## src/rtl/dtc_pkg.sv

```systemverilog
package dtc_pkg;

    localparam int unsigned DTC_DW      = 32;
    localparam int unsigned DTC_WORDS   = 8;
    localparam int unsigned DTC_WIDX_W  = $clog2(DTC_WORDS);
    localparam int unsigned DTC_CNT_W   = 15;
    localparam int unsigned DTC_OFF_W   = 16;
    localparam int unsigned DTC_EB_W    = 6;
    localparam int unsigned DTC_BEAT_W  = 3;

    typedef enum logic [1:0] {
        ST_IDLE  = 2'd0,
        ST_RD    = 2'd1,
        ST_WR    = 2'd2,
        ST_FETCH = 2'd3
    } dtc_state_e;

    typedef struct packed {
        dtc_state_e                          st;
        logic [DTC_WORDS-1:0][DTC_DW-1:0]    tcd;
        logic [DTC_DW-1:0]                   src;
        logic [DTC_DW-1:0]                   dst;
        logic [DTC_DW-1:0]                   left;
        logic [DTC_DW-1:0]                   hold;
        logic [DTC_DW-1:0]                   fbase;
        logic [DTC_CNT_W-1:0]                citer;
        logic [DTC_BEAT_W-1:0]               beat;
        logic [DTC_WIDX_W-1:0]               fidx;
        logic                                active;
        logic                                done;
        logic                                err;
        logic                                req_en;
        logic                                irq;
        logic                                pend;
    } dtc_regs_t;

    function automatic logic [DTC_EB_W-1:0] dtc_elem_bytes(input logic [2:0] code);
        case (code)
            3'd0:    return 6'd1;
            3'd1:    return 6'd2;
            3'd2:    return 6'd4;
            3'd4:    return 6'd16;
            3'd5:    return 6'd32;
            default: return 6'd0;
        endcase
    endfunction

endpackage

```

## src/rtl/dtc_size_check.sv

```systemverilog
module dtc_size_check
    import dtc_pkg::*;
(
    input  logic [2:0]            src_code,
    input  logic [2:0]            dst_code,
    input  logic [DTC_DW-1:0]     nbytes,
    input  logic [DTC_CNT_W-1:0]  begin_cnt,
    output logic                  cfg_err,
    output logic [DTC_EB_W-1:0]   elem_bytes,
    output logic [1:0]            beat_code,
    output logic [DTC_BEAT_W-1:0] last_beat
);

    logic [DTC_EB_W-1:0] eb;
    logic [DTC_DW-1:0]   eb_mask;

    always_comb begin
        eb         = dtc_elem_bytes(src_code);
        eb_mask    = {{(DTC_DW-DTC_EB_W){1'b0}}, eb} - 32'd1;
        elem_bytes = eb;
        cfg_err    = (eb == '0) || (src_code != dst_code) || (nbytes == '0)
                   || ((nbytes & eb_mask) != '0) || (begin_cnt == '0);
        beat_code  = (src_code > 3'd2) ? 2'd2 : src_code[1:0];
        if (eb > 6'd4) begin
            last_beat = eb[DTC_BEAT_W+1:2] - 3'd1;
        end else begin
            last_beat = '0;
        end
    end

endmodule

```

## src/rtl/dtc_addr_adv.sv

```systemverilog
module dtc_addr_adv #(
    parameter int unsigned AW = 32,
    parameter int unsigned OW = 16
) (
    input  logic [AW-1:0] base,
    input  logic [OW-1:0] step,
    input  logic [AW-1:0] adj,
    input  logic          use_adj,
    output logic [AW-1:0] next
);

    logic [AW-1:0] step_x;

    always_comb begin
        step_x = {{(AW-OW){step[OW-1]}}, step};
        next   = base + step_x + (use_adj ? adj : '0);
    end

endmodule

```

## src/rtl/dma_tcd_channel.sv

```systemverilog
module dma_tcd_channel
    import dtc_pkg::*;
(
    input  logic         clk,
    input  logic         rst_n,
    input  logic         tcd_load,
    input  logic [255:0] tcd_word,
    input  logic         sw_start,
    input  logic         hw_req,
    input  logic         req_en_set,
    output logic         mem_req,
    output logic         mem_we,
    output logic [31:0]  mem_addr,
    output logic [1:0]   mem_size,
    output logic [31:0]  mem_wdata,
    input  logic         mem_ack,
    input  logic [31:0]  mem_rdata,
    output logic         active,
    output logic         done,
    output logic         err,
    output logic         req_en,
    output logic         irq
);

    localparam int unsigned CW = DTC_CNT_W;

    dtc_regs_t q, d;

    // descriptor field views
    logic [DTC_OFF_W-1:0] f_soff, f_doff;
    logic [2:0]           f_ssize, f_dsize;
    logic [DTC_DW-1:0]    f_nbytes, f_sadj, f_dadj;
    logic [CW-1:0]        f_begin;
    logic                 f_int_maj, f_int_half, f_dreq, f_chain;

    assign f_soff     = q.tcd[1][DTC_OFF_W-1:0];
    assign f_ssize    = q.tcd[1][18:16];
    assign f_nbytes   = q.tcd[2];
    assign f_sadj     = q.tcd[3];
    assign f_doff     = q.tcd[5][DTC_OFF_W-1:0];
    assign f_dsize    = q.tcd[5][18:16];
    assign f_dadj     = q.tcd[6];
    assign f_begin    = {q.tcd[7][30:25], q.tcd[7][24:16]};
    assign f_int_maj  = q.tcd[7][1];
    assign f_int_half = q.tcd[7][2];
    assign f_dreq     = q.tcd[7][3];
    assign f_chain    = q.tcd[7][4];

    logic                  cfg_err;
    logic [DTC_EB_W-1:0]   elem_bytes;
    logic [1:0]            beat_code;
    logic [DTC_BEAT_W-1:0] last_beat;

    dtc_size_check u_size (
        .src_code   (f_ssize),
        .dst_code   (f_dsize),
        .nbytes     (f_nbytes),
        .begin_cnt  (f_begin),
        .cfg_err    (cfg_err),
        .elem_bytes (elem_bytes),
        .beat_code  (beat_code),
        .last_beat  (last_beat)
    );

    logic [DTC_DW-1:0] elem_x;
    logic              last_elem, major_end;
    logic [CW-1:0]     cnt_dec;

    assign elem_x    = {{(DTC_DW-DTC_EB_W){1'b0}}, elem_bytes};
    assign last_elem = (q.left == elem_x);
    assign cnt_dec   = q.citer - {{(CW-1){1'b0}}, 1'b1};
    assign major_end = last_elem && (cnt_dec == '0);

    // source (0) and destination (1) address steppers
    logic [1:0][DTC_DW-1:0]    adv_base, adv_adj, adv_next;
    logic [1:0][DTC_OFF_W-1:0] adv_step;

    assign adv_base = {q.dst, q.src};
    assign adv_adj  = {f_dadj, f_sadj};
    assign adv_step = {f_doff, f_soff};

    for (genvar g = 0; g < 2; g++) begin : g_adv
        dtc_addr_adv #(.AW(DTC_DW), .OW(DTC_OFF_W)) u_adv (
            .base    (adv_base[g]),
            .step    (adv_step[g]),
            .adj     (adv_adj[g]),
            .use_adj (major_end && !f_chain),
            .next    (adv_next[g])
        );
    end

    logic              go;
    logic [DTC_DW-1:0] beat_off, fetch_off;

    assign go        = sw_start || (hw_req && q.req_en) || q.pend;
    assign beat_off  = {{(DTC_DW-DTC_BEAT_W-2){1'b0}}, q.beat, 2'b00};
    assign fetch_off = {{(DTC_DW-DTC_WIDX_W-2){1'b0}}, q.fidx, 2'b00};

    always_comb begin
        d     = q;
        d.irq = 1'b0;
        if (req_en_set) begin
            d.req_en = 1'b1;
        end
        unique case (q.st)
            ST_IDLE: begin
                if (tcd_load) begin
                    d.tcd   = tcd_word;
                    d.src   = tcd_word[31:0];
                    d.dst   = tcd_word[159:128];
                    d.citer = tcd_word[254:240];
                    d.done  = 1'b0;
                    d.err   = 1'b0;
                    d.pend  = 1'b0;
                end else if (go) begin
                    d.pend = 1'b0;
                    if (cfg_err) begin
                        d.err = 1'b1;
                    end else begin
                        d.active = 1'b1;
                        d.done   = 1'b0;
                        d.left   = f_nbytes;
                        d.beat   = '0;
                        d.st     = ST_RD;
                    end
                end
            end
            ST_RD: begin
                if (mem_ack) begin
                    d.hold = mem_rdata;
                    d.st   = ST_WR;
                end
            end
            ST_WR: begin
                if (mem_ack) begin
                    if (q.beat == last_beat) begin
                        d.beat = '0;
                        d.src  = adv_next[0];
                        d.dst  = adv_next[1];
                        d.left = q.left - elem_x;
                        if (last_elem) begin
                            d.active = 1'b0;
                            d.st     = ST_IDLE;
                            if (cnt_dec == '0) begin
                                d.citer = f_begin;
                                d.done  = 1'b1;
                                d.irq   = f_int_maj;
                                if (f_dreq) begin
                                    d.req_en = 1'b0;
                                end
                                if (f_chain) begin
                                    d.st    = ST_FETCH;
                                    d.fidx  = '0;
                                    d.fbase = f_dadj;
                                end
                            end else begin
                                d.citer = cnt_dec;
                                if (f_int_half && (f_begin > 15'd1)
                                    && (cnt_dec == (f_begin >> 1))) begin
                                    d.irq = 1'b1;
                                end
                            end
                        end else begin
                            d.st = ST_RD;
                        end
                    end else begin
                        d.beat = q.beat + 3'd1;
                        d.st   = ST_RD;
                    end
                end
            end
            ST_FETCH: begin
                if (mem_ack) begin
                    d.tcd[q.fidx] = mem_rdata;
                    if (q.fidx == DTC_WIDX_W'(DTC_WORDS-1)) begin
                        d.st    = ST_IDLE;
                        d.src   = q.tcd[0];
                        d.dst   = q.tcd[4];
                        d.citer = mem_rdata[30:16];
                        d.pend  = mem_rdata[0];
                    end else begin
                        d.fidx = q.fidx + 1'b1;
                    end
                end
            end
            default: d.st = ST_IDLE;
        endcase
    end

    always_ff @(posedge clk or negedge rst_n) begin
        if (!rst_n) begin
            q <= '0;
        end else begin
            q <= d;
        end
    end

    always_comb begin
        mem_req   = (q.st != ST_IDLE);
        mem_we    = (q.st == ST_WR);
        mem_wdata = q.hold;
        mem_size  = (q.st == ST_FETCH) ? 2'd2 : beat_code;
        case (q.st)
            ST_RD:    mem_addr = q.src + beat_off;
            ST_WR:    mem_addr = q.dst + beat_off;
            ST_FETCH: mem_addr = q.fbase + fetch_off;
            default:  mem_addr = '0;
        endcase
    end

    assign active = q.active;
    assign done   = q.done;
    assign err    = q.err;
    assign req_en = q.req_en;
    assign irq    = q.irq;

endmodule

```

## config.mk

```make
export PLATFORM = sky130hd
export DESIGN_NAME = dma_tcd_channel
export DESIGN_NICKNAME = d
export VERILOG_FILES = /design/src/rtl/dtc_pkg.sv /design/src/rtl/dtc_size_check.sv /design/src/rtl/dtc_addr_adv.sv /design/src/rtl/dma_tcd_channel.sv
export SDC_FILE = /design/constraint.sdc
export NUM_CORES = 1
export LEC_CHECK = 0
export CAP_MARGIN = 10
export CORE_MARGIN = 5
export CORE_UTILIZATION = 43
export DETAILED_ROUTE_END_ITERATION = 8
export DONT_BUFFER_PORTS = 1
export SKIP_CTS_REPAIR_TIMING = 1
export SYNTH_ARGS = -nofsm -noshare
export SYNTH_HDL_FRONTEND = slang
export SYNTH_SLANG_ARGS = --single-unit
```

## constraint.sdc

```tcl
create_clock -name clk -period 6 [get_ports clk]
set_clock_uncertainty 0.1 [all_clocks]
set_input_delay 0.3 -clock clk [delete_from_list [all_inputs] [get_ports clk]]
set_output_delay 0.3 -clock clk [all_outputs]
set_load 0.05 [all_outputs]
```

# Word level (Yosys, flattened, before mapping)
# Index checks and enable logic that the tools add are counted.
[word_totals]
register_bits = 445
latch_bits = 0
ram_bits = 0
rom_bits = 0
out_inout_bits = 73
word_cells = 182
mem_count = 0
[classes]
n_addsub = 13
mul = 0
div_mod_pow = 0
order_cmp = 5
n_eq_ne = 27
shift = 0
mux = 73
n_bitwise = 1
reduce_logical = 40
[ops]
columns = ["operator", "n"]
rows = [
  ["256-bit case mux with 2 select lines", 1],
  ["322-bit two-way mux", 1],
  ["320-bit two-way mux", 1],
  ["256-bit bitwise mux", 1],
  ["32-bit two-way mux", 6],
  ["96-bit two-way mux", 2],
  ["64-bit case mux with 3 select lines", 1],
  ["32-bit adder", 4],
  ["32-bit by 5-bit adder with 32-bit output", 3],
  ["32-bit demux with 3-bit select", 1],
  ["32-bit case mux with 3 select lines", 1],
  ["15-bit two-way mux", 6],
  ["64-bit two-way mux", 1],
  ["32-bit case mux with 2 select lines", 1],
  ["15-bit case mux with 3 select lines", 1],
  ["2-bit two-way mux", 18],
  ["32-bit bitwise AND", 1],
  ["32-bit by 6-bit equality test with 1-bit output", 1],
  ["32-bit zero test", 1],
  ["32-bit nonzero test", 1],
  ["32-bit by 6-bit subtractor with 32-bit output", 1],
  ["15-bit zero test", 2],
  ["3-bit two-way mux", 10],
  ["6-bit case mux with 5 select lines", 1],
  ["42 further kinds", 92],
]

# Longest topological paths before layout
[depth]
ltp_word = 11
ltp_mapped = 26
ltp_nobuf = 25

# By module
# From an unflattened synthesis, not the netlist that was laid out.
[unflattened]
hier_cells = 3287
hier_area_um2 = 28377.2
[modules_own_cells]
columns = ["mod", "n_inst", "cells_each", "area_per_inst_um2"]
rows = [
  ["dma_tcd_channel", 1, 2608, 22968.3],
  ["dtc_addr_adv at g_adv[0].u_adv", 1, 314, 2536.2],
  ["dtc_addr_adv at g_adv[1].u_adv", 1, 297, 2424.8],
  ["dtc_size_check", 1, 68, 447.9],
]

# Worst setup path after synthesis
# OpenSTA, ideal clock, no wires.
[synth_path]
path_kind = "reg-to-reg"
startpoint = "register q[12] in the netlist's numbering"
endpoint = "register q (netlist bit adv_base[27])"
setup_time_ps = 104
t_arrival_ps = 5707
t_required_ps = 5796
slack_ps = 90
path_stages_with_launch = 27
path_buffers = 1
path_cell_list = "dfrtp_1 -> inv_1 -> ha_1 -> nor3b_2 -> nand4_1 -> o32ai_1 -> o21ai_1 -> nor4_1 -> nand2b_1 -> and4bb_2 -> clkbuf_1 -> nand2_1 -> fa_1 -> inv_1 -> ha_1 -> inv_1 -> fa_1 -> nor2b_1 -> o31a_1 -> o31a_1 -> o21ai_0 -> o21ai_1 -> a21o_1 -> a41o_1 -> a31oi_1 -> mux2_2 -> a221oi_1"
[synth_between]
elab_chain_len = 9
[synth_rtl]
columns = ["item", "line_no", "text"]
rows = [
  ["start: declaration", "dma_tcd_channel.sv:27", "dtc_regs_t q, d;"],
  ["start signal: assignment", "dma_tcd_channel.sv:192", "q <= '0;"],
  ["start signal: assignment", "dma_tcd_channel.sv:194", "q <= d;"],
  ["15-bit by 1-bit subtractor with 15-bit output", "dma_tcd_channel.sv:71", "assign cnt_dec = q.citer - {{(CW-1){1'b0}}, 1'b1};"],
  ["15-bit zero test", "dma_tcd_channel.sv:72", "assign major_end = last_elem && (cnt_dec == '0);"],
  ["1-bit logical AND", "dma_tcd_channel.sv:72", ""],
  ["1-bit logical AND", "dma_tcd_channel.sv:87", ".use_adj (major_end && !f_chain),"],
  ["32-bit two-way mux", "dtc_addr_adv.sv:16", "next = base + step_x + (use_adj ? adj : '0);"],
  ["32-bit adder", "dtc_addr_adv.sv:16", ""],
  ["96-bit two-way mux", "dma_tcd_channel.sv:136", "if (q.beat == last_beat) begin"],
  ["96-bit two-way mux", "dma_tcd_channel.sv:135", "if (mem_ack) begin"],
  ["64-bit case mux with 3 select lines", "dma_tcd_channel.sv:105", "unique case (q.st)"],
]
# No other way between the ends. The select of a mux whose other input is x is not followed.
# A chain may end at the register's enable or synchronous reset.

# Worst setup path after layout
# Ends and elaborated chain as after synthesis.

==> summary.txt <==
Outcome
  – Status: complete, but fails checks
  – Failing checks: negative hold slack

Timing
  – Final setup fails: 0
  – Slew @ Worst Pin: 1.25 ns
  – Max Fclk: 174 MHz
  – Worst rel slew slack: 0.178
  – Hold slack: -0.691 ns
  – Max Slew Vio Count: 0
  – Min Tclk post-route: 5.74 ns
  – Fin. Hold Viols: 413
  – Final worst-path cycle share: 0.956
  – Fin worst setup slack: 0.261 ns

Cells and area
  – Area occupied by multi-input gates: 0.0158 mm^2
  – Share of layout cells above drive strength 1: 0.134
  – Fill count: 5691
  – Layout overhead on the synthesized area: 23.2%
  – Register Area: 0.0102 mm^2
  – Count of nets after finishing: 3785

Run
  – Max-cap violations: 0

Worst setup path
  – Crit path DAT: 6.15 ns
  – Crit end category: flop
  – CP Launch Type: flop
  – Critical path type: flop to flop
  – CP max FO: 4
  – Worst EP required: 6.41 ns

Power and ir drop
  – Leak: 14.3 nW
  – Seq pwr share: 0.280
  – Pwr/cell area: 617 mW/mm^2
  – Pint: 10.7 mW
  – Sw Ratio: 0.478
  – Clk pwr share: 0.156
  – Logic gate share of total power: 0.564
  – Net switching power figure: 9.81 mW
  – Peak VDD IR: 0.527 mV

Yosys
  – Post-synth cell types: 94
  – Share of synthesized flip-flops with an asynchronous set or reset: 1.00
  – #FFs+latches synth: 406
  – Main synth FF type: dfrtp_1
  – Post-Synthesis Cell Area: 0.0270 mm^2
  – Post-synth EDFFs: 0
  – Syn_nets: 3505
  – Synth top area share: 0.376
  – Count leader, synth: dfrtp_1
  – Synth top cells by count: dfrtp_1 (406), nand2_1 (405), o21ai_0 (359)
  – Synthesized area per cell: 8.81 um^2
  – Sequential-to-total area share from yosys stat: 0.376
  – Post-Syn Instances: 3065
  – Largest cells by area after synthesis: dfrtp_1 (38%), o21ai_0 (6.7%), nand2_1 (5.6%)
  – Yosys Warn Count: 0
  – Yosys top cell by area: dfrtp_1

Route
  – Vias per cell: 6.08
  – DR pass1 iterations: 6
  – 1st-iter DRT viols: 2520
  – Drt total wl: 109000 um
  – Post-route DRC: 0
  – Antenna-violating nets left: 0
  – Routed WL per cell: 25.7 um
  – Via Count: 25800

Min path
  – Worst hold path type: input pin to asynchronous set/reset pin

Floorplan
  – Core box area: 0.0619 mm^2
  – IO Count: 368
  – Die Wd: 261 um
  – DIE AREA: 0.0679 mm^2
  – Die height: 261 um
  – # rows: 91
  – Initial Utilization: 0.436

CTS
  – CTS tree: done
  – Clock Latency Late Sink: 0.62 ns
  – Clk slew on worst S/H paths: 0.06 ns
  – H-tree levels: 2
  – Sink Count: 406
  – Max clock buf depth: 3
  – Num CTS Buffers: 49
  – Root Buffer: clkbuf_16

Placement
  – Post-Place Setup Slack: -0.461 ns
  – Post-DP HPWL: 76500 um
  – RePlAce Congestion: 0.941
  – PortBufs: 0

Global routing
  – First-pass GRT wire length: 154000 um
  – Largest net degree at the start of global routing: 407
  – Tot GR Track Use: 0.300
  – Vias in the first global route: 23900
  – Total congestion overflow: 0
  – Initial antenna violation count: 17
## layout make-up
class / count / area share
diodes: 18 / 0.00135
repair buffers: 485 / 0.130
well taps: 837 / 0.0315
flip-flops and latches: 406 / 0.306
clock buffers: 67 / 0.0413
inverters: 44 / 0.00534
clock inverters: 22 / 0.00948
multi-input cells: 2359 / 0.476
## critical path: stages, from the launching register on
cell,delay (ns)
dfrtp_2,0.44
inv_2,0.09
ha_4,0.13
nor3b_4,0.20
nand4_1,0.17
o32ai_2,0.32
o21ai_1,0.10
nor4_2,0.18
nand2b_1,0.15
and4bb_4,0.41
nand2_1,0.09
fa_1,0.47
inv_1,0.05
ha_1,0.20
inv_1,0.07
fa_1,0.19
nor2b_1,0.06
o31a_1,0.25
o31a_1,0.29
o21ai_2,0.17
o21ai_2,0.13
a21o_1,0.24
a41o_1,0.32
a31oi_1,0.20
mux2_2,0.36
a221oi_1,0.24
## logic make-up after synthesis
group                    synth area share
AO/OA/AOI/OAI                       0.235
adder cells (fa/ha/maj)            0.0858
AND/OR/NAND/NOR                     0.161
flip-flops                          0.376
multiplexers                       0.0454
XOR/XNOR                           0.0483
buffers and inverters              0.0477
## layer usage
layer / track usage / wire length [um] / vias to the layer above
li1: - / - / 11600
met4: 0.117 / 4970 / 8
met2: 0.499 / 51500 / 1146
met3: 0.0796 / 8480 / 239
met5: 0 / 50 / -
met1: 0.374 / 43800 / 12800
## cell usage in the layout, fill, tap and decap left out, types with 23 or more instances in the layout
| cell type | Yosys | final |
|---|---|---|
| nand2_1 | 405 | 404 |
| dfrtp_1 | 406 | 403 |
| o21ai_0 | 359 | 349 |
| dlygate4sd3_1 | 0 | 251 |
| buf_4 | 32 | 229 |
| a21oi_1 | 196 | 190 |
| nor2_1 | 182 | 178 |
| a22oi_1 | 140 | 140 |
| o22ai_1 | 95 | 95 |
| ha_1 | 78 | 77 |
| xnor2_1 | 76 | 76 |
| xor2_1 | 73 | 73 |
| and2_1 | 72 | 71 |
| fa_1 | 67 | 67 |
| mux2_2 | 62 | 62 |
| clkbuf_16 | 0 | 50 |
| nand3_1 | 49 | 48 |
| mux2i_1 | 48 | 48 |
| inv_1 | 42 | 41 |
| a21o_1 | 38 | 37 |
| o21ai_1 | 30 | 34 |
| o211ai_1 | 30 | 30 |
| nor3_1 | 33 | 28 |
| a211oi_1 | 24 | 23 |
## power groups by stage
stage | combinational (mW) | sequential, mW | clock, mW
finish | 11.6 | 5.74 | 3.20
global route | 12.6 | 5.88 | 3.35
CTS | 11.0 | 5.71 | 3.25
detailed placement | 11.0 | 5.75 | 0
global placement | 10.8 | 5.71 | 0
floorplan | 8.02 | 4.85 | 0
## metrics by stage
stage / TNS (ns) / power, mW / util / instance area, um^2 / std cells
after floorplan: 0 / 12.9 / - / 27000 / 3065
after global placement: -1.28 / 16.5 / 0.464 / 28800 / 3874
after detailed placement: -4.42 / 16.7 / 0.464 / 28800 / 3874
after CTS: -5.90 / 20.0 / 0.492 / 30500 / 3963
after global routing: -0.0733 / 21.9 / 0.537 / 33200 / 4230
final: 0 / 20.5 / 0.537 / 33300 / 4238
## worst paths after layout
| check | from | to | slack, ns | cells past startpoint |
|---|---|---|---|---|
| min in group clk | mem_rdata[16] | f_ssize[0]$_DFFE_PN0P_ | -0.02 | 2 |
| min reg2reg | f_dreq$_DFFE_PN0P_ | req_en$_DFF_PN0_ | 0.37 | 1 |
| min | rst_n | mem_wdata[2]$_DFFE_PN0P_ | -0.69 | 0 |
| max | q[12]$_DFFE_PN0P_ | adv_base[27]$_DFFE_PN0P_ | 0.26 | 25 |
| max in group asynchronous | rst_n | q[105]$_DFFE_PN0P_ | 5.66 | 0 |
| max reg2reg | q[12]$_DFFE_PN0P_ | adv_base[27]$_DFFE_PN0P_ | 0.26 | 25 |
## flip-flops by register name (all words and copies together), names as in the netlist, 15 cells and up
register / count
f_nbytes: 32
f_sadj: 32
mem_wdata: 32
adv_step: 32
q: 146
f_dadj: 32
adv_base: 64
f_begin: 15
Power figures use the tool's default switching activity.
